## src/rtl/nst_pkg.sv

```systemverilog
package nst_pkg;
    typedef enum logic [2:0] {
        ST_IDLE,
        ST_SETUP,
        ST_PULSE,
        ST_HOLD,
        ST_RWAIT,
        ST_RPOLL
    } nst_state_e;
endpackage

```

## src/rtl/nst_field_sel.sv

```systemverilog
// Splits the timing word into a read set and a write set and picks one.
module nst_field_sel #(
    parameter int FIELD_W = 4,
    localparam int WORD_W = 8 * FIELD_W
) (
    input  logic [WORD_W-1:0]  timing_i,
    input  logic               write_i,
    output logic [FIELD_W-1:0] setup_o,
    output logic [FIELD_W-1:0] width_o,
    output logic [FIELD_W-1:0] hold_o,
    output logic [FIELD_W-1:0] rwait_o
);
    logic [FIELD_W-1:0] setup_v [2];
    logic [FIELD_W-1:0] hold_v  [2];
    logic [FIELD_W-1:0] width_v [2];
    logic [FIELD_W-1:0] wait_v  [2];

    // set 0 = read, set 1 = write; per set: setup, hold, width, ready wait
    for (genvar g = 0; g < 2; g++) begin : g_set
        localparam int BASE = g * 4 * FIELD_W;
        assign setup_v[g] = timing_i[BASE             +: FIELD_W];
        assign hold_v[g]  = timing_i[BASE + FIELD_W   +: FIELD_W];
        assign width_v[g] = timing_i[BASE + 2*FIELD_W +: FIELD_W];
        assign wait_v[g]  = timing_i[BASE + 3*FIELD_W +: FIELD_W];
    end

    assign setup_o = setup_v[write_i];
    assign width_o = width_v[write_i];
    assign hold_o  = hold_v[write_i];
    assign rwait_o = wait_v[write_i];
endmodule

```

## src/rtl/nst_phase_fsm.sv

```systemverilog
// Phase sequencer: setup, strobe, hold, optional ready wait and poll.
module nst_phase_fsm
    import nst_pkg::*;
#(
    parameter int FIELD_W = 4,
    parameter int DATA_W  = 8
) (
    input  logic               clk,
    input  logic               rst_n,
    input  logic               valid_i,
    input  logic               write_i,
    input  logic               busy_i,
    input  logic [DATA_W-1:0]  wdata_i,
    input  logic [FIELD_W-1:0] setup_i,
    input  logic [FIELD_W-1:0] width_i,
    input  logic [FIELD_W-1:0] hold_i,
    input  logic [FIELD_W-1:0] rwait_i,
    input  logic [DATA_W-1:0]  dq_i,
    input  logic               rdy_i,
    output nst_state_e         state_o,
    output logic               wr_o,
    output logic [DATA_W-1:0]  wdata_o,
    output logic [DATA_W-1:0]  rdata_o,
    output logic               done_o
);
    localparam int CNT_W = FIELD_W + 1;
    localparam logic [CNT_W-1:0] ONE = CNT_W'(1);

    typedef struct packed {
        nst_state_e         st;
        logic [CNT_W-1:0]   cnt;
        logic               wr;
        logic               busy;
        logic [FIELD_W-1:0] width;
        logic [FIELD_W-1:0] hold;
        logic [FIELD_W-1:0] rwait;
        logic [DATA_W-1:0]  wdata;
        logic [DATA_W-1:0]  rdata;
        logic               done;
    } fsm_t;

    fsm_t r_d, r_q;

    always_comb begin
        r_d      = r_q;
        r_d.done = 1'b0;
        unique case (r_q.st)
            ST_IDLE: begin
                if (valid_i) begin
                    r_d.st    = ST_SETUP;
                    r_d.cnt   = {1'b0, setup_i};
                    r_d.wr    = write_i;
                    r_d.busy  = busy_i;
                    r_d.width = width_i;
                    r_d.hold  = hold_i;
                    r_d.rwait = rwait_i;
                    r_d.wdata = wdata_i;
                end
            end
            ST_SETUP: begin
                if (r_q.cnt == '0) begin
                    r_d.st  = ST_PULSE;
                    r_d.cnt = {1'b0, r_q.width};
                end else begin
                    r_d.cnt = r_q.cnt - ONE;
                end
            end
            ST_PULSE: begin
                if (r_q.cnt == '0) begin
                    r_d.st  = ST_HOLD;
                    r_d.cnt = {1'b0, r_q.hold};
                    if (!r_q.wr) begin
                        r_d.rdata = dq_i;
                    end
                end else begin
                    r_d.cnt = r_q.cnt - ONE;
                end
            end
            ST_HOLD: begin
                if (r_q.cnt != '0) begin
                    r_d.cnt = r_q.cnt - ONE;
                end else if (!r_q.busy) begin
                    r_d.st   = ST_IDLE;
                    r_d.done = 1'b1;
                end else if (r_q.rwait == '0) begin
                    r_d.st = ST_RPOLL;
                end else begin
                    r_d.st  = ST_RWAIT;
                    r_d.cnt = {r_q.rwait, 1'b0} - ONE;
                end
            end
            ST_RWAIT: begin
                if (r_q.cnt == '0) begin
                    r_d.st = ST_RPOLL;
                end else begin
                    r_d.cnt = r_q.cnt - ONE;
                end
            end
            ST_RPOLL: begin
                if (rdy_i) begin
                    r_d.st   = ST_IDLE;
                    r_d.done = 1'b1;
                end
            end
            default: r_d.st = ST_IDLE;
        endcase
    end

    always_ff @(posedge clk or negedge rst_n) begin
        if (!rst_n) begin
            r_q <= '{st: ST_IDLE, default: '0};
        end else begin
            r_q <= r_d;
        end
    end

    assign state_o = r_q.st;
    assign wr_o    = r_q.wr;
    assign wdata_o = r_q.wdata;
    assign rdata_o = r_q.rdata;
    assign done_o  = r_q.done;
endmodule

```

## src/rtl/nand_strobe_gen.sv

```systemverilog
// Top: byte-cycle strobe generator for an asynchronous NAND bus.
module nand_strobe_gen
    import nst_pkg::*;
#(
    parameter int FIELD_W = 4,
    parameter int DATA_W  = 8,
    localparam int WORD_W = 8 * FIELD_W
) (
    input  logic              clk,
    input  logic              rst_n,
    input  logic [WORD_W-1:0] timing_i,
    input  logic              req_valid_i,
    input  logic              req_write_i,
    input  logic              req_busy_i,
    input  logic [DATA_W-1:0] req_wdata_i,
    output logic              req_ready_o,
    output logic              done_o,
    output logic [DATA_W-1:0] rdata_o,
    output logic              nand_we_n_o,
    output logic              nand_re_n_o,
    output logic [DATA_W-1:0] nand_dq_o,
    output logic              nand_dq_oe_o,
    input  logic [DATA_W-1:0] nand_dq_i,
    input  logic              nand_rdy_i
);
    logic [FIELD_W-1:0] setup_w, width_w, hold_w, rwait_w;
    nst_state_e         state_w;
    logic               wr_w;
    logic               active_w;

    nst_field_sel #(.FIELD_W(FIELD_W)) sel_i (
        .timing_i (timing_i),
        .write_i  (req_write_i),
        .setup_o  (setup_w),
        .width_o  (width_w),
        .hold_o   (hold_w),
        .rwait_o  (rwait_w)
    );

    nst_phase_fsm #(.FIELD_W(FIELD_W), .DATA_W(DATA_W)) fsm_i (
        .clk      (clk),
        .rst_n    (rst_n),
        .valid_i  (req_valid_i),
        .write_i  (req_write_i),
        .busy_i   (req_busy_i),
        .wdata_i  (req_wdata_i),
        .setup_i  (setup_w),
        .width_i  (width_w),
        .hold_i   (hold_w),
        .rwait_i  (rwait_w),
        .dq_i     (nand_dq_i),
        .rdy_i    (nand_rdy_i),
        .state_o  (state_w),
        .wr_o     (wr_w),
        .wdata_o  (nand_dq_o),
        .rdata_o  (rdata_o),
        .done_o   (done_o)
    );

    assign active_w     = (state_w == ST_SETUP) || (state_w == ST_PULSE) ||
                          (state_w == ST_HOLD);
    assign req_ready_o  = (state_w == ST_IDLE);
    assign nand_we_n_o  = !((state_w == ST_PULSE) && wr_w);
    assign nand_re_n_o  = !((state_w == ST_PULSE) && !wr_w);
    assign nand_dq_oe_o = active_w && wr_w;
endmodule

```

## config.mk

```make
export PLATFORM = sky130hd
export DESIGN_NAME = nand_strobe_gen
export DESIGN_NICKNAME = d
export VERILOG_FILES = /design/src/rtl/nst_pkg.sv /design/src/rtl/nst_field_sel.sv /design/src/rtl/nst_phase_fsm.sv /design/src/rtl/nand_strobe_gen.sv
export SDC_FILE = /design/constraint.sdc
export NUM_CORES = 1
export LEC_CHECK = 0
export CORE_ASPECT_RATIO = 0.8
export CORE_UTILIZATION = 60
export DETAILED_ROUTE_END_ITERATION = 8
export DONT_BUFFER_PORTS = 1
export PLACE_DENSITY_LB_ADDON = 0.25
export SLEW_MARGIN = 20
export SYNTH_ARGS = -nofsm -noshare
export SYNTH_HDL_FRONTEND = slang
export SYNTH_HIERARCHICAL = 1
export SYNTH_SLANG_ARGS = --single-unit
```

## constraint.sdc

```tcl
create_clock -name clk -period 2.68 [get_ports clk]
set_clock_uncertainty 0.1 [all_clocks]
set_input_delay 0.134 -clock clk [delete_from_list [all_inputs] [get_ports clk]]
set_output_delay 0.134 -clock clk [all_outputs]
set_load 0.03 [all_outputs]
```

==> metrics.yaml, run 1 <==
fmax_mhz: 426
dieArea_mm2: 0.00426
async_reset_ff_share_pct: 100
worstSetupEndpointType: "register"
wire_per_inst_um: 17.2
die_h_um: 58.6
totalWireLength_mm: 4.92
critPathMaxStageDelay_ns: 0.61
routed-wl-met3_um: 266
yosys.area.top_type: "dfrtp_1"
highest_layer: "met4"
routabilityCongestion: 0.839
synth.distinct_cells: 43
ios: 75
startpoint_type: "register"
setup_viol: 0
cts_tree: "yes"
crit_required_ns: 2.76
grt_pass1_wl_mm: 7.83
crit_fanout: 8
tightest_slew_ns: 0.629
ant_nets: 0
track_usage_pct: 24.7
yosys-top-cells-area: "dfrtp_1 (41%), mux2_2 (12%), mux2_4 (11%), buf_4 (5.9%), nor2_1 (2.5%)"
coreArea_mm2: 0.00380
drt-met1-wl_mm: 2.15
dr.pass1.iters: 4
layout_min_cycle_time_ns: 2.35
status: "complete, no violations"
ir_drop_uv: 636
clk_path_buf_depth: 2
cts_buffers: 5
drtIter0Drc: 95
fin_setup_tns_ns: 0
n_antenna_cell: 0
arrival_ns: 2.43
clk_latency_ns: 0.29
initial_core_util_pct: 63.1
fin_crit_sh_pct: 87.6
ctsRootBufferMaster: "clkbuf_8"
crit_path_top_delay_cell: "or4_4"
ys_ff_latch: 39
die_x_um: 72.7
yosys.area.top_type_share_pct: 40.7
syn_area_mm2: 0.00240
leakage_nw: 1.17
io_buffers: 0
final_util_pct: 71.5
clk_pin_slew_ns: 0.07
area_delta_synth_final_pct: 13.4
grt_max_degree: 40
rsz0062_at_grt: "false"
overflow: 0
slew_viol_final: 0
fin_nets: 286
yosys_warnings: 6
path_cells: "inv_1 > ha_1 > or4b_1 > or4_4 > mux2_4"
grt_pass1_vias: 1674
core.rowCount: 20
routed_via_density: 5.87
dr_wl_met2_mm: 2.43
final_layout_size_suffix_gt1_share_pct: 27.3
htreeDepth: 2
post-cts-setup-buffers: 0
synth_nets: 275
syn_area_per_cell_um2: 11.0
syn_inst: 219
clkSinkCount: 39
synthTopCellsByCount: "dfrtp_1 (39), mux2_2 (25), buf_4 (19), mux2_4 (18), nor2_1 (16)"
ctsResizeCount: 0
powerDensity_mw_per_mm2: 1260
dpl.hpwl_mm: 3.31
hold_path_class: "in -> reg"
ys.flop_type: "dfrtp_1"
grt_antenna_before_repair: 0
r2r_slack_ns: 0.33
drc: 0
path_class: "reg -> reg"
synthMostInstantiatedCell: "dfrtp_1"
drv_cap: 0
vias: 1679
finalHoldViolCount: 0
synth-edff-count: 0
max_slew_margin_pct: 58.1
yosysSeqAreaShare_pct: 40.7
-- state kept, by name, summed over array words and instances (netlist names) --
signal	count
fsm_i/done_o	1
fsm_i/wr_o	1
fsm_i/state_o	3
fsm_i/rdata_o	8
fsm_i/r_q	18
fsm_i/wdata_o	8
-- report_power, final --
part / total (W) / internal (W) / leakage, nW / switching [W]
clock network: 0.000575 / 0.000372 / 0.0654 / 0.000203
logic: 0.00141 / 0.000737 / 0.640 / 0.000671
registers: 0.00144 / 0.000878 / 0.469 / 0.000563
-- critical path, delay by kind of cell, from the launching register on --
kind          cells  cell delay, ns
buf+inv           1            0.07
mux               1            0.34
simple gates      2            1.10
fa+ha+maj         1            0.20
flops             1            0.42
-- worst paths after layout --
kind	start	cells after the start	end
worst max-delay path	fsm_i/r_q[31]	5	fsm_i/rdata_o[5]
worst min-delay path	timing_i[30]	2	fsm_i/r_q[19]
worst max register to register	fsm_i/r_q[31]	5	fsm_i/rdata_o[5]
worst min register to register	fsm_i/r_q[25]	1	fsm_i/r_q[25]
max in group asynchronous	rst_n	2	fsm_i/rdata_o[0]
min in group asynchronous	rst_n	2	fsm_i/r_q[32]
-- kinds of logic (layout without fill, tap and decap cells) --
group | after synthesis | in the layout | share of synthesized area (%)
AND/OR/NAND/NOR | 55 | 55 | 12.4
multiplexers | 43 | 43 | 23.0
flip-flops | 39 | 39 | 40.7
AO/OA/AOI/OAI | 38 | 38 | 10.8
buffers and inverters | 37 | 49 | 10.2
XOR/XNOR | 5 | 5 | 1.83
adder cells (fa/ha/maj) | 2 | 2 | 1.04
-- placed cells by master (no fill, tap or decap), types with 3 or more instances in the layout --
cell | Yosys | layout
nor3_1 | 6 | 6
a221oi_1 | 4 | 4
nand3b_1 | 3 | 3
a21oi_1 | 5 | 5
nor2_1 | 16 | 16
buf_4 | 19 | 8
o21a_1 | 3 | 3
nand2b_1 | 3 | 3
inv_1 | 6 | 6
mux2_4 | 18 | 18
mux2_2 | 25 | 25
nand2_1 | 11 | 11
nor2b_1 | 5 | 5
o21ai_0 | 9 | 9
dlygate4sd3_1 | 0 | 26
dfrtp_1 | 39 | 39
clkbuf_8 | 0 | 5
xnor2_1 | 3 | 3
-- layer usage --
| layer | GRT usage (%) | up-vias |
|---|---|---|
| met4 | 8.40 | 0 |
| met1 | 32.4 | 827 |
| met5 | 0 | - |
| li1 | - | 785 |
| met3 | 5.99 | 8 |
| met2 | 40.3 | 59 |
-- through the flow --
stage	setup WS [ns]	area [µm²]	hold WS, ns	cells	power (W)
2_1_floorplan	0.331	2400	-0.262	219	0.00267
3_3_place_gp	0.387	2310	-0.261	251	0.00276
3_5_place_dp	0.343	2310	-0.261	251	0.00279
4_1_cts	0.329	2720	0.00513	286	0.00342
5_1_grt	0.258	2720	0.0156	286	0.00365
6_report	0.331	2720	0.0153	286	0.00342
-- cell type report --
class	instances	area, µm²
flip-flops and latches	39	976
multi-input cells	143	1180
clock inverters	2	60.1
fillers	282	1080
inverters	6	22.5
clock buffers	6	72.6
repair buffers	35	340
well taps	55	68.8
-- what timing repair did --
| action | in CTS | in global routing |
|---|---|---|
| hold endpoints to repair | 62 | 0 |
| setup endpoints to repair | 0 | 0 |
| hold buffers | 27 | 0 |
No activity file was read; power rests on OpenSTA's default activity.
==> inputs of run 2 (changes only) <==
- BUFFER_PORTS_ARGS: unset -> -buffer_cell sky130_fd_sc_hd__buf_2
- CORE_UTILIZATION: 60 -> 51
- DONT_BUFFER_PORTS: 1 -> unset
- HOLD_SLACK_MARGIN: unset -> 0.03
==> metrics.yaml, run 2 (same netlist as run 1, synthesis figures left out) <==
startpoint_type: "register"
max_slew_margin_pct: 43.5  # -15 points
clk_pin_slew_ns: 0.08  # about the same
drtIter0Drc: 127  # +34%
tightest_slew_ns: 0.848  # +0.219 ns
critPathMaxStageDelay_ns: 0.61  # about the same
ctsRootBufferMaster: "clkbuf_8"
path_class: "reg -> reg"
mostFrequentLayoutCell: "buf_2"
min-delay-start: "nand_rdy_i"
die_h_um: 63.3  # +8.2%
drv_cap: 0  # unchanged
arrival_ns: 2.41  # -0.02 ns
vias: 1861  # +11%
crit_family: "simple AND/OR/NAND/NOR gates"
postPlaceCellArea_mm2: 0.00268  # +16%
htreeDepth: 2  # unchanged
fin_setup_tns_ns: 0  # unchanged
ant_nets: 0  # unchanged
cts_tree: "yes"
path_cells: "inv_1 > ha_1 > or4b_1 > or4_4 > mux2_4"
fin_crit_sh_pct: 87.1  # -0.51 points
die_x_um: 78.7  # +8.2%
largest_reg_flops: 18  # unchanged
area_delta_synth_final_pct: 24.7
track_usage_pct: 21.5  # -3.2 points
io_buffers: 74  # +74
powerDensity_mw_per_mm2: 1180  # -6.3%
slew_viol_final: 0  # unchanged
fin_nets: 351  # +23%
worstSetupStartpoint: "fsm_i/r_q[31]"
ios: 75  # unchanged
rsz0062_at_grt: "false"
post-cts-setup-buffers: 0  # unchanged
core.rowCount: 21  # +5.0%
status: "complete, no violations"
critPathBufInv: 1  # unchanged
worstSetupEndpointType: "register"
initial_core_util_pct: 55.3  # -7.7 points
finalHoldViolCount: 0  # unchanged
crit_path_top_delay_cell: "or4_4"
n_antenna_cell: 0  # unchanged
grt_pass1_vias: 1784  # +6.6%
dr.pass1.iters: 4  # unchanged
final_cell_area_mm2: 0.00299  # +10%
setup_viol: 0  # unchanged
r2r_start: "fsm_i/r_q[31]"
dp_cells: 327  # +30%
layout_min_cycle_time_ns: 2.34  # -0.0137 ns
fmax_mhz: 428  # +0.59%
dieArea_mm2: 0.00498  # +17%
routabilityCongestion: 0.869  # +3.7%
ctsResizeCount: 0  # unchanged
coreArea_mm2: 0.00434  # +14%
leakage_nw: 1.42  # +21%
overflow: 0  # unchanged
clk_path_buf_depth: 2  # unchanged
grt_pass1_wl_mm: 8.26  # +5.5%
crit_fanout: 8  # unchanged
hold_path_class: "in -> reg"
drc: 0  # unchanged
layout_setup_ws_ns: 0.345  # +0.0137 ns
crit_required_ns: 2.75  # about the same
largest_register: "fsm_i/r_q"
dpl.hpwl_mm: 3.41  # +3.0%
mostFrequentLayoutCells: "buf_2 (74), dfrtp_1 (39), mux2_2 (25)"
grt_antenna_before_repair: 0  # unchanged
clk_latency_ns: 0.29  # about the same
grt_max_degree: 40  # unchanged
ir_drop_uv: 711  # +12%
wire_per_inst_um: 13.8  # -20%
routed_via_density: 5.27  # -10%
totalWireLength_mm: 4.86  # -1.2%
total_power_w: 0.00353  # +3.1%
final_layout_size_suffix_gt1_share_pct: 45.9  # +19 points
final_cell_count_no_fill: 353  # +23%
cts_buffers: 5  # unchanged
place_ws_ns: 0.365  # +0.0228 ns
clkSinkCount: 39  # unchanged
## run 2: cell count changes in the layout (fill, tap and decap cells not counted)
cell           delta
dlygate4sd3_1     -8
buf_2            +74
buf_12            -1
## run 2: where the power goes
part           leakage [nW]  switching (W)  internal (W)
Combinational         0.889       0.000953      0.000843
Sequential            0.469       0.000277      0.000881
Clock                0.0654       0.000205      0.000372
## run 2: layer usage
layer	vias to the layer above	wire length [µm]	GRT usage, %
li1	911	-	-
met1	880	2220	28.4
met2	64	2320	34.6
met3	6	268	5.07
met4	0	48	6.94
met5	-	0	0
## run 2: path summary, 6_finish.rpt
kind                                     to  slack, ns  depth (start not counted)
setup / recovery           fsm_i/rdata_o[1]       0.34                          5
hold / removal                 fsm_i/done_o       0.05                          3
setup reg to reg           fsm_i/rdata_o[1]       0.34                          5
hold reg to reg            fsm_i/wdata_o[1]       0.40                          1
max in group asynchronous  fsm_i/state_o[2]       1.56                          2
min in group asynchronous     fsm_i/r_q[22]       0.39                          2
## run 2: area by class of cell
cell class	count	area (µm²)
repair buffers	100	611
inverters	6	22.5
clock buffers	6	72.6
well taps	57	71.3
flip-flops and latches	39	976
multi-input cells	143	1180
clock inverters	2	60.1
fillers	341	1340
## run 2: stage by stage
step,hold slack [ns],utilization (%)
global route,0.0770,69.0
detailed placement,0.199,61.8
finish,0.0469,69.0
floorplan,-0.262,-
global placement,0.192,61.8
CTS,0.0369,69.0
## run 2: what timing repair did
| action | in CTS | in global routing |
|---|---|---|
| hold buffers | 18 | 0 |
| hold endpoints to repair | 56 | 0 |
| setup endpoints to repair | 0 | 0 |
## run 2: worst min-delay path: stages
cell and delay (ns):
buf_2 0.10, a21oi_1 0.06, nor2b_1 0.10
==> inputs of run 3 (changes only) <==
- CORE_ASPECT_RATIO: 0.8 -> 0.6
==> metrics.yaml, run 3 (same netlist as run 1, synthesis figures left out) <==
finalHoldViolCount: 0  # unchanged
ctsResizeCount: 0  # unchanged
htreeDepth: 2  # unchanged
ios: 75  # unchanged
io_buffers: 74  # unchanged
startpoint_type: "register"
track_usage_pct: 22.0  # +0.51 points
dr.pass1.iters: 4  # unchanged
max_slew_margin_pct: 42.8  # -0.65 points
arrival_ns: 2.40  # about the same
crit_required_ns: 2.75  # about the same
clk_pin_slew_ns: 0.08  # about the same
path_cells: "inv_1 > ha_1 > or4b_1 > or4_4 > mux2_4"
grt_antenna_before_repair: 0  # unchanged
leakage_nw: 1.42  # about the same
mostFrequentLayoutCells: "buf_2 (74), dfrtp_1 (39), mux2_2 (25)"
fin_crit_sh_pct: 86.9  # -0.25 points
cts_buffers: 5  # unchanged
vias: 1908  # +2.5%
ir_drop_uv: 611  # -14%
coreArea_mm2: 0.00430  # -0.78%
final_cell_area_mm2: 0.00300  # +0.13%
crit_fanout: 8  # unchanged
crit_family: "simple AND/OR/NAND/NOR gates"
regToRegEndpoint: "fsm_i/rdata_o[0]"
totalWireLength_mm: 5.06  # +4.0%
largest_register: "fsm_i/r_q"
drtIter0Drc: 98  # -23%
fillCellCount: 354  # +3.8%
hold_path_class: "in -> reg"
dpl.hpwl_mm: 3.65  # +7.1%
drv_cap: 0  # unchanged
grt_pass1_wl_mm: 8.31  # +0.67%
r2r_slack_ns: 0.35  # about the same
drc: 0  # unchanged
clk_latency_ns: 0.28  # about the same
rsz0062_at_grt: "false"
routed_via_density: 5.36  # +1.7%
largest_reg_flops: 18  # unchanged
fin_setup_tns_ns: 0  # unchanged
cts_tree: "yes"
path_class: "reg -> reg"
min-delay-start: "nand_rdy_i"
setup_viol: 0  # unchanged
powerDensity_mw_per_mm2: 1190  # +0.97%
tightest_slew_ns: 0.857  # +0.00976 ns
postPlaceCellArea_mm2: 0.00268  # +0.14%
status: "complete, no violations"
post-cts-setup-buffers: 0  # unchanged
worstSetupEndpointType: "register"
mostFrequentLayoutCell: "buf_2"
clk_path_buf_depth: 2  # unchanged
ctsRootBufferMaster: "clkbuf_8"
fmax_mhz: 429  # +0.29%
die_h_um: 55.1  # -13%
final_layout_size_suffix_gt1_share_pct: 45.9  # unchanged
critPathBufInv: 1  # unchanged
area_delta_synth_final_pct: 24.9
core.rowCount: 18  # -14%
overflow: 0  # unchanged
fin_nets: 351  # unchanged
slew_viol_final: 0  # unchanged
hold_end: "fsm_i/state_o[2]"
die_x_um: 90.5  # +15%
ant_nets: 0  # unchanged
dieArea_mm2: 0.00499  # +0.14%
initial_core_util_pct: 55.8  # +0.43 points
wire_per_inst_um: 14.2  # +3.1%
grt_max_degree: 40  # unchanged
rr_worst_depth: 5  # unchanged
n_antenna_cell: 0  # unchanged
layout_min_cycle_time_ns: 2.33  # -0.00667 ns
grt_pass1_vias: 1755  # -1.6%
critPathMaxStageDelay_ns: 0.61  # about the same
r2r_start: "fsm_i/r_q[31]"
crit_path_top_delay_cell: "or4_4"
routabilityCongestion: 0.984  # +13%
worstHoldPathCells: 3  # unchanged
clkSinkCount: 39  # unchanged
[run 3: cell counts in the layout (fill, tap and decap cells not counted)]
Identical to the previous run, type by type.
[run 3: routing by layer]
layer	global-route usage (%)	routed length, µm	part of all wire [%]	vias up
li1	-	-	-	919
met1	29.5	2340	46	904
met2	37.1	2340	46	79
met3	5.87	346	6.8	6
met4	3.49	27	0.53	0
met5	0	0	0	-
[run 3: how the worst max path moves through the flow]
| stage | startpoint | endpoint | cells past startpoint |
|---|---|---|---|
| 2_1_floorplan | fsm_i/r_q[31] | fsm_i/rdata_o[0] | 7 |
| 3_3_place_gp | fsm_i/r_q[31] | fsm_i/rdata_o[5] | 5 |
| 3_5_place_dp | fsm_i/r_q[31] | fsm_i/rdata_o[0] | 5 |
| 4_1_cts | fsm_i/r_q[31] | fsm_i/rdata_o[0] | 5 |
| 5_1_grt | fsm_i/r_q[31] | fsm_i/state_o[2] | 8 |
| 6_report | fsm_i/r_q[31] | fsm_i/rdata_o[0] | 5 |
[run 3: power breakdown]
part / total [W] / leakage, nW / internal, W / switching (W)
combinational: 0.00183 / 0.889 / 0.000852 / 0.000978
clock: 0.000572 / 0.0654 / 0.000372 / 0.000200
sequential: 0.00117 / 0.469 / 0.000882 / 0.000287
[run 3: what timing repair did]
item                       CTS  global route
hold endpoints to repair    56             0
hold buffers                18             0
setup endpoints to repair    0             0
[run 3: through the flow]
stage,hold WS (ns),util [%],worst slack [ns],total power [W],std cells
after global routing,0.0675,69.6,0.303,0.00383,356
after detailed placement,0.196,62.4,0.362,0.00298,330
after CTS,0.0483,69.6,0.353,0.00358,356
final,0.0517,69.6,0.352,0.00357,356
after floorplan,-0.262,-,0.331,0.00267,219
after global placement,0.193,62.4,0.411,0.00293,330
[run 3: cell type report]
| type | count | area [µm²] | area share, % |
|---|---|---|---|
| multi-input combinational | 143 | 1180 | 39.3 |
| sequential | 39 | 976 | 32.6 |
| timing repair buffer | 100 | 611 | 20.4 |
| tap | 60 | 75.1 | 2.51 |
| clock buffer | 6 | 72.6 | 2.42 |
| clock inverter | 2 | 60.1 | 2.01 |
| inverter | 6 | 22.5 | 0.752 |
[run 3: worst min-delay path, stage by stage]
cell     delay [ns]
buf_2          0.11
nand2_1        0.05
a32o_1         0.11
